==> config.mk <==
export PLATFORM = sky130hd
export DESIGN_NAME = splitbus_arb
export DESIGN_NICKNAME = d
export VERILOG_FILES = /design/src/rtl/sba_pkg.sv /design/src/rtl/sba_rr_pick.sv /design/src/rtl/sba_order_fifo.sv /design/src/rtl/splitbus_arb.sv
export SDC_FILE = /design/constraint.sdc
export NUM_CORES = 1
export LEC_CHECK = 0
export BUFFER_PORTS_ARGS = -buffer_cell sky130_fd_sc_hd__buf_2
export CAP_MARGIN = 20
export CORE_MARGIN = 2
export CORE_UTILIZATION = 30
export DETAILED_ROUTE_END_ITERATION = 12
export GPL_ROUTABILITY_DRIVEN = 1
export PLACE_DENSITY_LB_ADDON = 0.1
export SETUP_SLACK_MARGIN = 0.02
export SYNTH_ARGS = -nofsm -noshare
export SYNTH_HDL_FRONTEND = slang
export SYNTH_HIERARCHICAL = 1
export SYNTH_SLANG_ARGS = --single-unit
==> constraint.sdc <==
create_clock -name clk -period 8.65 [get_ports clk]
set_input_delay 0 -clock clk [delete_from_list [all_inputs] [get_ports clk]]
set_output_delay 0 -clock clk [all_outputs]
set_load 0.02 [all_outputs]
==> src/rtl/sba_pkg.sv <==
package sba_pkg;
   typedef enum logic [1:0] {
      A_IDLE   = 2'd0,
      A_GRANT  = 2'd1,
      A_TENURE = 2'd2,
      A_CHECK  = 2'd3
   } addr_st_e;
endpackage

==> src/rtl/sba_rr_pick.sv <==
module sba_rr_pick #(
   parameter int N  = 5,
   parameter int IW = 3
) (
   input  logic [N-1:0]  req,
   input  logic [IW-1:0] ptr,
   output logic          any,
   output logic [IW-1:0] win
);
   // Scan from the farthest offset down to the nearest, so the nearest requester wins.
   always_comb begin
      any = 1'b0;
      win = '0;
      for (int off = N - 1; off >= 0; off--) begin
         int idx;
         idx = (int'(ptr) + off) % N;
         if (req[IW'(idx)]) begin
            any = 1'b1;
            win = IW'(idx);
         end
      end
   end
endmodule

==> src/rtl/sba_order_fifo.sv <==
module sba_order_fifo #(
   parameter int W     = 4,
   parameter int DEPTH = 2
) (
   input  logic         clk,
   input  logic         rst_n,
   input  logic         push,
   input  logic [W-1:0] din,
   input  logic         pop,
   output logic [W-1:0] dout,
   output logic         empty,
   output logic         full
);
   localparam int PW = (DEPTH > 1) ? $clog2(DEPTH) : 1;
   localparam int CW = $clog2(DEPTH + 1);

   logic [W-1:0]  mem [DEPTH];
   logic [PW-1:0] wp, rp;
   logic [CW-1:0] cnt;

   function automatic logic [PW-1:0] nxt(input logic [PW-1:0] p);
      return (p == PW'(DEPTH - 1)) ? '0 : p + 1'b1;
   endfunction

   always_ff @(posedge clk) begin
      if (push) mem[wp] <= din;
   end

   always_ff @(posedge clk) begin
      if (!rst_n) begin
         wp  <= '0;
         rp  <= '0;
         cnt <= '0;
      end else begin
         if (push) wp <= nxt(wp);
         if (pop)  rp <= nxt(rp);
         case ({push, pop})
            2'b10:   cnt <= cnt + 1'b1;
            2'b01:   cnt <= cnt - 1'b1;
            default: cnt <= cnt;
         endcase
      end
   end

   assign dout  = mem[rp];
   assign empty = (cnt == '0);
   assign full  = (cnt == CW'(DEPTH));

   p_no_overflow_r9: assert property (@(posedge clk) disable iff (!rst_n)
      (push && full) |-> pop);
   p_no_underflow_r10: assert property (@(posedge clk) disable iff (!rst_n)
      pop |-> !empty);
endmodule

==> src/rtl/splitbus_arb.sv <==
module splitbus_arb
   import sba_pkg::*;
#(
   parameter int N_PROC      = 4,
   parameter int EXT_EN      = 1,
   parameter int BURST_BEATS = 4,
   parameter int Q_DEPTH     = 2
) (
   input  logic                       clk,
   input  logic                       rst_n,
   input  logic [N_PROC+EXT_EN-1:0]   bus_req,
   input  logic                       xfer_start,
   input  logic                       xfer_burst,
   input  logic                       addr_ack,
   input  logic                       addr_retry,
   input  logic                       xfer_ack,
   output logic [N_PROC+EXT_EN-1:0]   addr_grant,
   output logic [N_PROC+EXT_EN-1:0]   data_grant
);
   localparam int NM = N_PROC + EXT_EN;
   localparam int IW = (NM > 1) ? $clog2(NM) : 1;
   localparam int BW = $clog2(BURST_BEATS + 1);
   localparam int EW = IW + 1;

   if (N_PROC < 1 || N_PROC > 4) begin : g_bad_nproc
      $error("N_PROC must be 1..4");
   end
   if (EXT_EN != 0 && EXT_EN != 1) begin : g_bad_ext
      $error("EXT_EN must be 0 or 1");
   end
   if (BURST_BEATS < 2) begin : g_bad_beats
      $error("BURST_BEATS must be at least 2");
   end
   if (Q_DEPTH < 2) begin : g_bad_depth
      $error("Q_DEPTH must be at least 2");
   end

   // Address side
   addr_st_e      a_st;
   logic [IW-1:0] a_who;
   logic          a_burst;
   logic [IW-1:0] rr_ptr;
   logic          pick_any;
   logic [IW-1:0] pick_win;

   logic          q_push, q_pop, q_empty, q_full;
   logic [EW-1:0] q_head;

   sba_rr_pick #(.N(NM), .IW(IW)) u_pick (
      .req (bus_req),
      .ptr (rr_ptr),
      .any (pick_any),
      .win (pick_win)
   );

   always_ff @(posedge clk) begin
      if (!rst_n) begin
         a_st    <= A_IDLE;
         a_who   <= '0;
         a_burst <= 1'b0;
         rr_ptr  <= '0;
      end else begin
         case (a_st)
            A_IDLE: if (pick_any && !q_full) begin
               a_st  <= A_GRANT;
               a_who <= pick_win;
            end
            A_GRANT: if (xfer_start) begin
               a_st    <= A_TENURE;
               a_burst <= xfer_burst;
            end
            A_TENURE: if (addr_ack) a_st <= A_CHECK;
            A_CHECK: begin
               a_st <= A_IDLE;
               if (!addr_retry)
                  rr_ptr <= (a_who == IW'(NM - 1)) ? '0 : a_who + 1'b1;
            end
            default: a_st <= A_IDLE;
         endcase
      end
   end

   assign q_push = (a_st == A_CHECK) && !addr_retry;

   sba_order_fifo #(.W(EW), .DEPTH(Q_DEPTH)) u_q (
      .clk   (clk),
      .rst_n (rst_n),
      .push  (q_push),
      .din   ({a_burst, a_who}),
      .pop   (q_pop),
      .dout  (q_head),
      .empty (q_empty),
      .full  (q_full)
   );

   // Data side
   logic          d_busy;
   logic [IW-1:0] d_who;
   logic [BW-1:0] d_left;

   assign q_pop = d_busy && xfer_ack && (d_left == BW'(1));

   always_ff @(posedge clk) begin
      if (!rst_n) begin
         d_busy <= 1'b0;
         d_who  <= '0;
         d_left <= '0;
      end else if (!d_busy) begin
         if (!q_empty) begin
            d_busy <= 1'b1;
            d_who  <= q_head[IW-1:0];
            d_left <= q_head[IW] ? BW'(BURST_BEATS) : BW'(1);
         end
      end else if (xfer_ack) begin
         if (d_left == BW'(1)) d_busy <= 1'b0;
         d_left <= d_left - BW'(1);
      end
   end

   for (genvar m = 0; m < NM; m++) begin : g_grant
      assign addr_grant[m] = (a_st == A_GRANT) && (a_who == IW'(m));
      assign data_grant[m] = d_busy && (d_who == IW'(m));
   end

   p_one_abg_r2: assert property (@(posedge clk) disable iff (!rst_n)
      $onehot0(addr_grant));
   p_one_dbg_r7: assert property (@(posedge clk) disable iff (!rst_n)
      $onehot0(data_grant));
   p_abg_hold_r3: assert property (@(posedge clk) disable iff (!rst_n)
      ((|addr_grant) && !xfer_start) |=> (addr_grant == $past(addr_grant)));
   p_abg_drop_r3: assert property (@(posedge clk) disable iff (!rst_n)
      ((|addr_grant) && xfer_start) |=> (addr_grant == '0));
   p_dbg_release_r6: assert property (@(posedge clk) disable iff (!rst_n)
      ((|data_grant) && xfer_ack && d_left == BW'(1)) |=> (data_grant == '0));
   p_retry_keeps_ptr_r4: assert property (@(posedge clk) disable iff (!rst_n)
      (a_st == A_CHECK && addr_retry) |=> $stable(rr_ptr));
endmodule

# ---- Word-level counts from Yosys, hierarchy flattened
# Memories as Yosys holds them, arrays and structs flattened. A register that Yosys moved wholly into a read port is not among the register bits.
# Cells that the tools add are included.
dict set report word_totals {
  regBits 20
  ramBits 8
  input_bits 12
  output_inout_bits 10
  elab_cells 126
  mem_count 1
}
dict set report classes {
  addsub 10
  div_mod_pow 5
  n_lt_le_gt_ge 5
  eq_ne 20
  mux 45
  bitwise 3
  reduce_logical 27
}
# name words width rd rd_clocked_by_memory_dff write_ports line
set memory_table {}
lappend memory_table {u_q.mem 2 4 1 1 1 sba_order_fifo.sv:17} ;# logic [W-1:0] mem [DEPTH];
# operator n
set ops {}
lappend ops {{$mod 32x4->32 const B} 4}
lappend ops {{$mod 4x4->32 const B} 1}
lappend ops {{$mux 3} 10}
lappend ops {{$lt 3x5->1 const B} 5}
lappend ops {{$mux 1} 25}
lappend ops {{$bmux 1 s3} 5}
lappend ops {{$logic_and 1x1->1} 14}
lappend ops {{$eq 3x2->1 const B} 4}
lappend ops {{$reduce_and 2->1} 5}
lappend ops {{$eq 3x1->1 const B} 3}
lappend ops {{$add 3x2->4 const B} 2}
lappend ops {{$eq 2x2->1 const B} 4}
lappend ops {{$ne 2x2->1 const B} 4}
lappend ops {{$pmux 2 s4} 1}
lappend ops {{$eq 3x3->1 const B} 2}
lappend ops {{$logic_not 3->1} 2}
lappend ops {{$mux 2} 3}
lappend ops {{$add 3x1->4 const B} 1}
lappend ops {{$add 3x3->4 const B} 1}
lappend ops {{$eq 2x1->1 const B} 2}
lappend ops {{$logic_not 2->1} 2}
lappend ops {{$pmux 2 s2} 1}
lappend ops {{$add 3x1->3 const B} 1}
lappend ops {{$not 1->1} 3}
lappend ops {{other kinds (8)} 10}

# ---- Logic depth before layout (Yosys ltp)
# Gate-level depths: netlist (run 1).
dict set report logic_depth {
  depth_word 13
  ltp_mapped 18
  ltp_nobuf 17
}

# ---- Cells and area by module
# The synthesis (run 1) kept the hierarchy.
# module instances cells_per_inst area_per_inst_um2 seq_area_each_um2
set by_module_without_submodules {}
lappend by_module_without_submodules {sba_rr_pick 1 193 1355.0 0.0}
lappend by_module_without_submodules {splitbus_arb 1 106 940.9 320.3}
lappend by_module_without_submodules {sba_order_fifo 1 34 501.7 340.3}

# ---- Least setup slack after synthesis (run 1)
# OpenSTA, ideal clock, no wires.
dict set report synth_timing {
  path_type {register to register}
  start {reg rr_ptr[1]}
  end {reg a_who[0]}
  setup_ps 128
  t_arrival_ps 3859
  required_ps 8522
  path_slack_ps 4664
  path_stages_with_launch 16
  n_path_buf 1
  synth_period_minus_slack_ps 3986
  path_cell_list {dfxtp_1 -> clkbuf_1 -> inv_1 -> ha_1 -> ha_1 -> o211ai_1 -> a222oi_1 -> mux2_2 -> a32oi_1 -> a31oi_1 -> a21boi_2 -> nand4_1 -> or3_1 -> nand3b_1 -> mux2i_1 -> nor2_1}
}
dict set report synth_between {
  elab_chain_len 12
  word_cells_on_any_way 36
  cone_classes {4 x add/sub; 5 x div; 25 x mux; 2 x reduce/logical}
}
# element line
set synth_rtl {}
lappend synth_rtl {{from (decl)} splitbus_arb.sv:42} ;# logic [IW-1:0] rr_ptr;
lappend synth_rtl {{from (signal assigned)} splitbus_arb.sv:76} ;# rr_ptr <= (a_who == IW'(NM - 1)) ? '0 : a_who + 1'b1;
lappend synth_rtl {{$add 3x3->4} sba_rr_pick.sv:16} ;# idx = (int'(ptr) + off) % N;
lappend synth_rtl {{$mod 32x4->32} sba_rr_pick.sv:16}
lappend synth_rtl {{$bmux 1 s3} sba_rr_pick.sv:17} ;# if (req[IW'(idx)]) begin
lappend synth_rtl {{$mux 1 (implied by the code) (2 in series)} sba_rr_pick.sv:17}
lappend synth_rtl {{$mux 1 (4 in series)} sba_rr_pick.sv:17}
lappend synth_rtl {{$mux 1 *} sba_rr_pick.sv:17}
lappend synth_rtl {{net pick_any} splitbus_arb.sv:43} ;# logic pick_any;
lappend synth_rtl {{$logic_and 1x1->1 *} splitbus_arb.sv:64} ;# A_IDLE: if (pick_any && !q_full) begin
lappend synth_rtl {{$reduce_and 2->1 (no line) *} --}
lappend synth_rtl {{to (signal assigned)} splitbus_arb.sv:66} ;# a_who <= pick_win;
lappend synth_rtl {{to (decl)} splitbus_arb.sv:40} ;# logic [IW-1:0] a_who;
# The timed path passes the listed nets; every way through them passes the cells marked *. The select of a mux whose other input is x is not followed.
# A chain may end at the register's enable or synchronous reset.

# ---- Final worst setup path (run 1)
dict set report layout_timing {
  start {reg rr_ptr[1]}
  end {reg a_who[1]}
}
# Same word-level chain as after synthesis.

==> run_results.csv, run 1 <==
group,metric,value,unit
power,finalPower,0.473,mW
timing,fin_crit_sh,0.552,
timing,relSlewSlack,0.510,
worst_setup_path,crit_family,"compound AO/OA/AOI/OAI gates",
logic_synthesis,synth-edff-count,8,
timing,setup_slack,3.87,ns
logic_synthesis,synth-seq-cells,29,
final_layout,nets,393,
timing,fmax,209,MHz
global_route,antenna_found_initial,0,
logic_synthesis,synth-adder-area-share,0.138,
worst_setup_path,critPathMaxFanout,17,
global_route,grt-ovfl-total,0,
logic_synthesis,yosysWarnings,6,
logic_synthesis,synthFlopType,"dfxtp_1",
timing,setup_tns,0,ns
logic_synthesis,ys_seq_area_frac,0.236,
route,ant_nets,0,
final_layout,drive_gt1_frac,0.145,
cts,clkTransAtPathRegs,0.06,ns
logic_synthesis,synth_area,2800,um^2
timing,rsz0062_at_grt,"false",
timing,drv_slew,0,
power,p_leak,1.29,nW
placed_design,dp_slack,3.92,ns
floorplanning,dieHeight,101,um
floorplanning,initial_core_util,0.306,
floorplanning,rows,35,
floorplanning,die_area,10100,um^2
worst_setup_path,cp_common_cell,"ha_1",
floorplanning,pin_count,22,
worst_hold_path,hp-class,"in -> reg",
route,vias,2447,
power,power_density,153,nW/um^2
timing,hold_slack,0.0292,ns
route,drt_pass1_iterations,4,
timing,setup_viol,0,
worst_setup_path,timing_worst_setup_path_type,"reg -> reg",
global_route,grt_start_max_net_pins,27,
floorplanning,fp.coreArea,9150,um^2
logic_synthesis,synth-simple-area-share,0.224,
final_layout,diodes,0,
global_route,grt_pass1_wl,11400,um
worst_setup_path,timing.critical_path.slowest_stage_cell,"dfxtp_1",
logic_synthesis,synth.net_count,375,
global_route,grt_pass1_vias,2311,
logic_synthesis,synth-async-reset-ratio,0,
flow_run,cap_violations,0,
worst_setup_path,cp.arrival,4.93,ns
cts,clkLatencyLatePin,0.28,ns
cts,clock-sinks,29,
route,via_per_inst,5.29,
worst_setup_path,crit_buf_inv,1,
final_layout,utilization,0.338,
logic_synthesis,synth_compound_area_frac,0.216,
worst_setup_path,path_cells,"inv_1 -> ha_1 -> ha_1 -> o211ai_1 -> a222oi_1 -> mux2_2 -> a32oi_1 -> a31oi_1 -> a21boi_2 -> nand4_1 -> or3_1 -> nand3b_1 -> mux2i_1 -> nor2_1",
cts,numCtsBuffers,5,
logic_synthesis,muxShareOfSynthArea,0.0988,
placed_design,hpwl,5300,um
final_layout,syn_to_final_growth,10.6,%
logic_synthesis,syn_area_per_cell,8.40,um^2
route,finalWirelength,6720,um
run_status,status,"completed",
timing,hold_violations,0,
route,drc,0,
worst_setup_path,worstSetupStartpointType,"flop",
logic_synthesis,synth_top_family_by_area,"simple AND/OR/NAND/NOR gates",
power,ir_worst_vdd,0.0000617,V
cts,clock-root-buffer,"clkbuf_8",
cts,clock_path_buffers,2,
cts,cts_tree,"done",
final_layout,instances_no_fill,463,
logic_synthesis,ys_types,68,
placed_design,numPortBuffers,21,
floorplanning,die_x,101,um
timing,period_needed,4.78,ns
placed_design,dp.cells,454,
route,drt-initial-drc-count,79,
placed_design,place.gp.congestion,0.837,
global_route,grt_use_total,0.140,
worst_setup_path,max_stage_delay,0.72,ns
worst_setup_path,worstPathRequired,8.80,ns
route,wire_per_inst,14.5,um
cts,postCtsSetupBuffers,0,
placed_design,postPlaceCellArea,2990,um^2
timing,worstMarginPinSlew,0.735,ns
logic_synthesis,syn_inst,333,
logic_synthesis,synth-xor-area-share,0.0313,
worst_setup_path,worstSetupEndpointType,"flop",
timing,finClkSkew,0.00710,ns
final_layout,final_cell_area,3090,um^2
cts,ctsHtreeMaxLevel,2,
## cells by family after synthesis
logic type | after synthesis
flops | 29
simple gates | 110
fa+ha+maj | 31
compound gates | 91
xor+xnor | 10
buf+inv | 39
mux | 23
## worst paths after layout
path / start / end / slack, ns / cells past startpoint
worst min-delay path: xfer_start / a_burst / 0.03 / 3
worst max register to register: rr_ptr[1] / a_who[1] / 3.87 / 14
worst min register to register: a_burst / u_q/mem[1][3] / 0.48 / 0
worst max-delay path: rr_ptr[1] / a_who[1] / 3.87 / 14
## synth_stat cells (4+ instances only)
master / number / area share
ha_1: 30 / 0.13
mux2_2: 7 / 0.028
nand4_1: 4 / 0.0089
a211oi_1: 4 / 0.011
clkbuf_1: 8 / 0.011
a21oi_1: 24 / 0.043
nor2_1: 18 / 0.024
nor2b_1: 5 / 0.011
o21ai_1: 5 / 0.0089
dfxtp_1: 21 / 0.15
a31oi_1: 5 / 0.011
o21ai_0: 14 / 0.025
and2_1: 11 / 0.025
o211ai_1: 6 / 0.016
mux2i_1: 13 / 0.047
edfxtp_1: 8 / 0.086
inv_1: 26 / 0.035
or3_1: 4 / 0.0089
xnor2_1: 8 / 0.025
nor3_1: 8 / 0.014
nand2b_1: 9 / 0.020
nand3_1: 7 / 0.013
nand2_1: 23 / 0.031
## area by class of cell
type,instances,area (um^2)
clock buffer,8,90.1
fill,979,6060
inverter,27,101
multi-input combinational,265,1980
sequential,29,661
tap,111,139
timing repair buffer,23,123
## worst min-delay path: stages
cell and delay [ns]:
buf_2 0.13, nand3_1 0.08, a21oi_1 0.05
## placed cells by master (no fill, tap or decap), drive strengths merged, types with 3 or more instances in the layout
cell type and n:
ha 30, inv 27, a21oi 24, nand2 23, buf 22, dfxtp 21, o21ai 19, nor2 18
mux2i 13, and2 12, nand2b 9, nor3 8, xnor2 8, edfxtp 8, clkbuf 8, nand3 7
mux2 7, nor2b 7, o211ai 6, a31oi 5, or3 4, nand4 4, a211oi 4, a21boi 4
nand3b 3, o31ai 3, mux4 3, o21a 3
## per-layer routing
| metal | vias to the layer above | share of wire | wire [um] | global-route usage |
|---|---|---|---|---|
| met4 | 0 | 0.0028 | 19 | 0.0232 |
| met5 | - | 0 | 0 | 0 |
| met1 | 1153 | 0.52 | 3500 | 0.195 |
| li1 | 1259 | - | - | - |
| met3 | 2 | 0.029 | 193 | 0.0277 |
| met2 | 33 | 0.45 | 3000 | 0.227 |
## flip-flops by register name, summed over array words and instances, names as in the netlist, named ones only
signal   count
rr_ptr       3
d_who        3
a_st         2
d_left       3
a_burst      1
u_q/cnt      2
u_q/rp       1
a_who        3
d_busy       1
u_q/wp       1
u_q/mem      8
## timing repair
item,CTS,global route
setup endpoints to repair,0,0
resized for setup,0,0
endpoints found under the hold margin,1,0
hold buffers,1,0
## power by group
group | internal (mW) | leakage, nW | switching (mW)
registers | 0.156 | 0.245 | 0.0174
clock network | 0.0647 | 0.0455 | 0.0491
logic | 0.0808 | 1.00 | 0.105
No activity file was read; power rests on OpenSTA's default activity.
==> run 2: changes to the inputs <==
==> constraint.sdc (replaced) <==
create_clock -name clk -period 4.2 [get_ports clk]
set_input_delay 0 -clock clk [delete_from_list [all_inputs] [get_ports clk]]
set_output_delay 0 -clock clk [all_outputs]
set_load 0.02 [all_outputs]
==> run 2 against run 1 <==
Against the previous run: core utilization rose by 0.96 points; critical path type unchanged; via count rose by 2.4%; critical path depth rose by 2; hold slack barely moved; worst setup slack got worse by 3.5 ns; non-clock buffer count rose by 11; fmax rose by 24%; sequential cell count did not move; die area did not move; clock-buffer cell count fell by 3; routed wire length rose by 5.9%.
==> run_results.csv, run 2 (synthesis results as in run 1) <==
group,metric,value,unit
run_status,status,"completed",
flow_run,cap_violations,0,
placed_design,dp_slack,0.329,ns
cts,numCtsBuffers,5,
route,vias,2505,
final_layout,regMostFlops,"u_q/mem",
placed_design,place.gp.congestion,0.815,
power,netSwitchingPower,0.377,mW
cts,clock_path_buffers,2,
power,power_density,310,nW/um^2
power,ir_worst_vdd,0.000163,V
worst_setup_path,timing.critical_path.slowest_stage_cell,"dfxtp_1",
power,pwr-share-comb,0.404,
power,pwr-share-seq,0.361,
power,p_leak,1.35,nW
floorplanning,rows,35,
worst_setup_path,max_stage_delay,0.39,ns
power,clkPwrFrac,0.236,
floorplanning,initial_core_util,0.306,
final_layout,diodes,0,
floorplanning,dieHeight,101,um
final_layout,final_cell_area,3180,um^2
timing,relSlewSlack,0.558,
worst_setup_path,path_cells,"inv_1 -> ha_1 -> inv_1 -> ha_1 -> inv_1 -> ha_1 -> a211o_1 -> a22oi_1 -> xnor2_1 -> a311o_1 -> a21boi_2 -> nand4_1 -> or3_1 -> nand3b_1 -> mux2i_1 -> nor2_1",
timing,hold_slack,0.0297,ns
worst_setup_path,worstSetupEndpointType,"flop",
timing,worstMarginPinSlew,0.661,ns
worst_setup_path,worstPathRequired,4.36,ns
cts,cts_tree,"done",
timing,period_needed,3.86,ns
timing,fin_crit_sh,0.920,
placed_design,numPortBuffers,21,
worst_hold_path,hp-class,"in -> reg",
final_layout,drive_gt1_frac,0.182,
worst_setup_path,worstReg2RegStart,"rr_ptr[1]",
global_route,grt_start_max_net_pins,21,
cts,clkLatencyLatePin,0.28,ns
cts,ctsHtreeMaxLevel,2,
timing,setup_viol,0,
worst_setup_path,crit_start,"rr_ptr[1]",
global_route,grt_use_total,0.148,
route,wire_per_inst,15.0,um
floorplanning,pin_count,22,
cts,postCtsSetupBuffers,0,
timing,rsz0062_at_grt,"false",
placed_design,postPlaceCellArea,3080,um^2
floorplanning,die_area,10100,um^2
cts,clock-sinks,29,
timing,finClkSkew,0.00557,ns
route,ant_nets,0,
floorplanning,die_x,101,um
global_route,grt_pass1_wl,12000,um
final_layout,largest_reg_flops,8,
floorplanning,fp.coreArea,9150,um^2
route,via_per_inst,5.28,
route,finalWirelength,7110,um
global_route,antenna_found_initial,0,
final_layout,layout_commonest_cell,"ha_1",
global_route,grt_pass1_vias,2404,
cts,clock-root-buffer,"clkbuf_8",
power,internal_power,0.608,mW
timing,setup_slack,0.337,ns
timing,setup_tns,0,ns
worst_setup_path,cp.arrival,4.02,ns
timing,drv_slew,0,
worst_setup_path,critPathMaxFanout,6,
route,drc,0,
worst_hold_path,hold_path_startpoint,"xfer_start",
route,drt_pass1_iterations,4,
final_layout,nets,404,
final_layout,final_cell_mix,"ha_1, inv_1, a21oi_1",
cts,clkTransAtPathRegs,0.07,ns
worst_setup_path,timing_worst_setup_path_type,"reg -> reg",
placed_design,hpwl,5480,um
timing,fmax,259,MHz
worst_setup_path,worstSetupStartpointType,"flop",
global_route,grt-ovfl-total,0,
final_layout,syn_to_final_growth,13.7,%
route,drt-initial-drc-count,105,
power,p_sw_frac,0.383,
timing,hold_violations,0,
## run 2: layout make-up
| cell class | instances | area [um^2] |
|---|---|---|
| Fill cell | 964 | 5970 |
| Multi-Input combinational cell | 265 | 1990 |
| Sequential cell | 29 | 661 |
| Timing Repair Buffer | 34 | 205 |
| Tap cell | 111 | 139 |
| Inverter | 27 | 101 |
| Clock buffer | 5 | 68.8 |
| Clock inverter | 3 | 17.5 |
## run 2: per-layer routing
metal	track usage	part of all wire	vias up
met2	0.245	0.46	50
met5	0	0	-
li1	-	-	1272
met3	0.0250	0.028	9
met1	0.202	0.50	1174
met4	0.0337	0.015	0
## run 2: per-stage QoR
stage,instances,power [mW],util
floorplan,333,0.650,-
global placement,465,0.754,0.336
detailed placement,465,0.756,0.336
CTS,474,0.995,0.347
global route,474,1.06,0.348
finish,474,0.985,0.348
## run 2: power groups by stage
stage	sequential (mW)	clock [mW]	combinational, mW
after floorplan	0.350	0	0.300
after global placement	0.361	0	0.393
after detailed placement	0.362	0	0.395
after CTS	0.355	0.241	0.398
after global routing	0.362	0.249	0.449
final	0.355	0.232	0.397
## run 2: worst max-delay path, delay by kind of cell, from the launching register on
family | cells | cell delay, ns
and+or+nand+nor | 4 | 0.81
buffers and inverters | 3 | 0.34
AOI/OAI and AO/OA | 4 | 1.08
xor gates and xnor gates | 1 | 0.14
DFF | 1 | 0.39
muxes | 1 | 0.21
adders and majority gates | 3 | 0.76
## run 2: what timing repair did
action	CTS	global route
hold buffers	1	0
endpoints found under the setup margin	0	2
resized for setup	0	2
hold endpoints to repair	1	0
## run 2: final timing paths
kind / end / slack [ns] / depth (start not counted)
worst min register to register: u_q/mem[1][3] / 0.49 / 0
worst max register to register: a_who[0] / 0.34 / 16
worst min-delay path: a_burst / 0.03 / 3
worst max-delay path: a_who[0] / 0.34 / 16
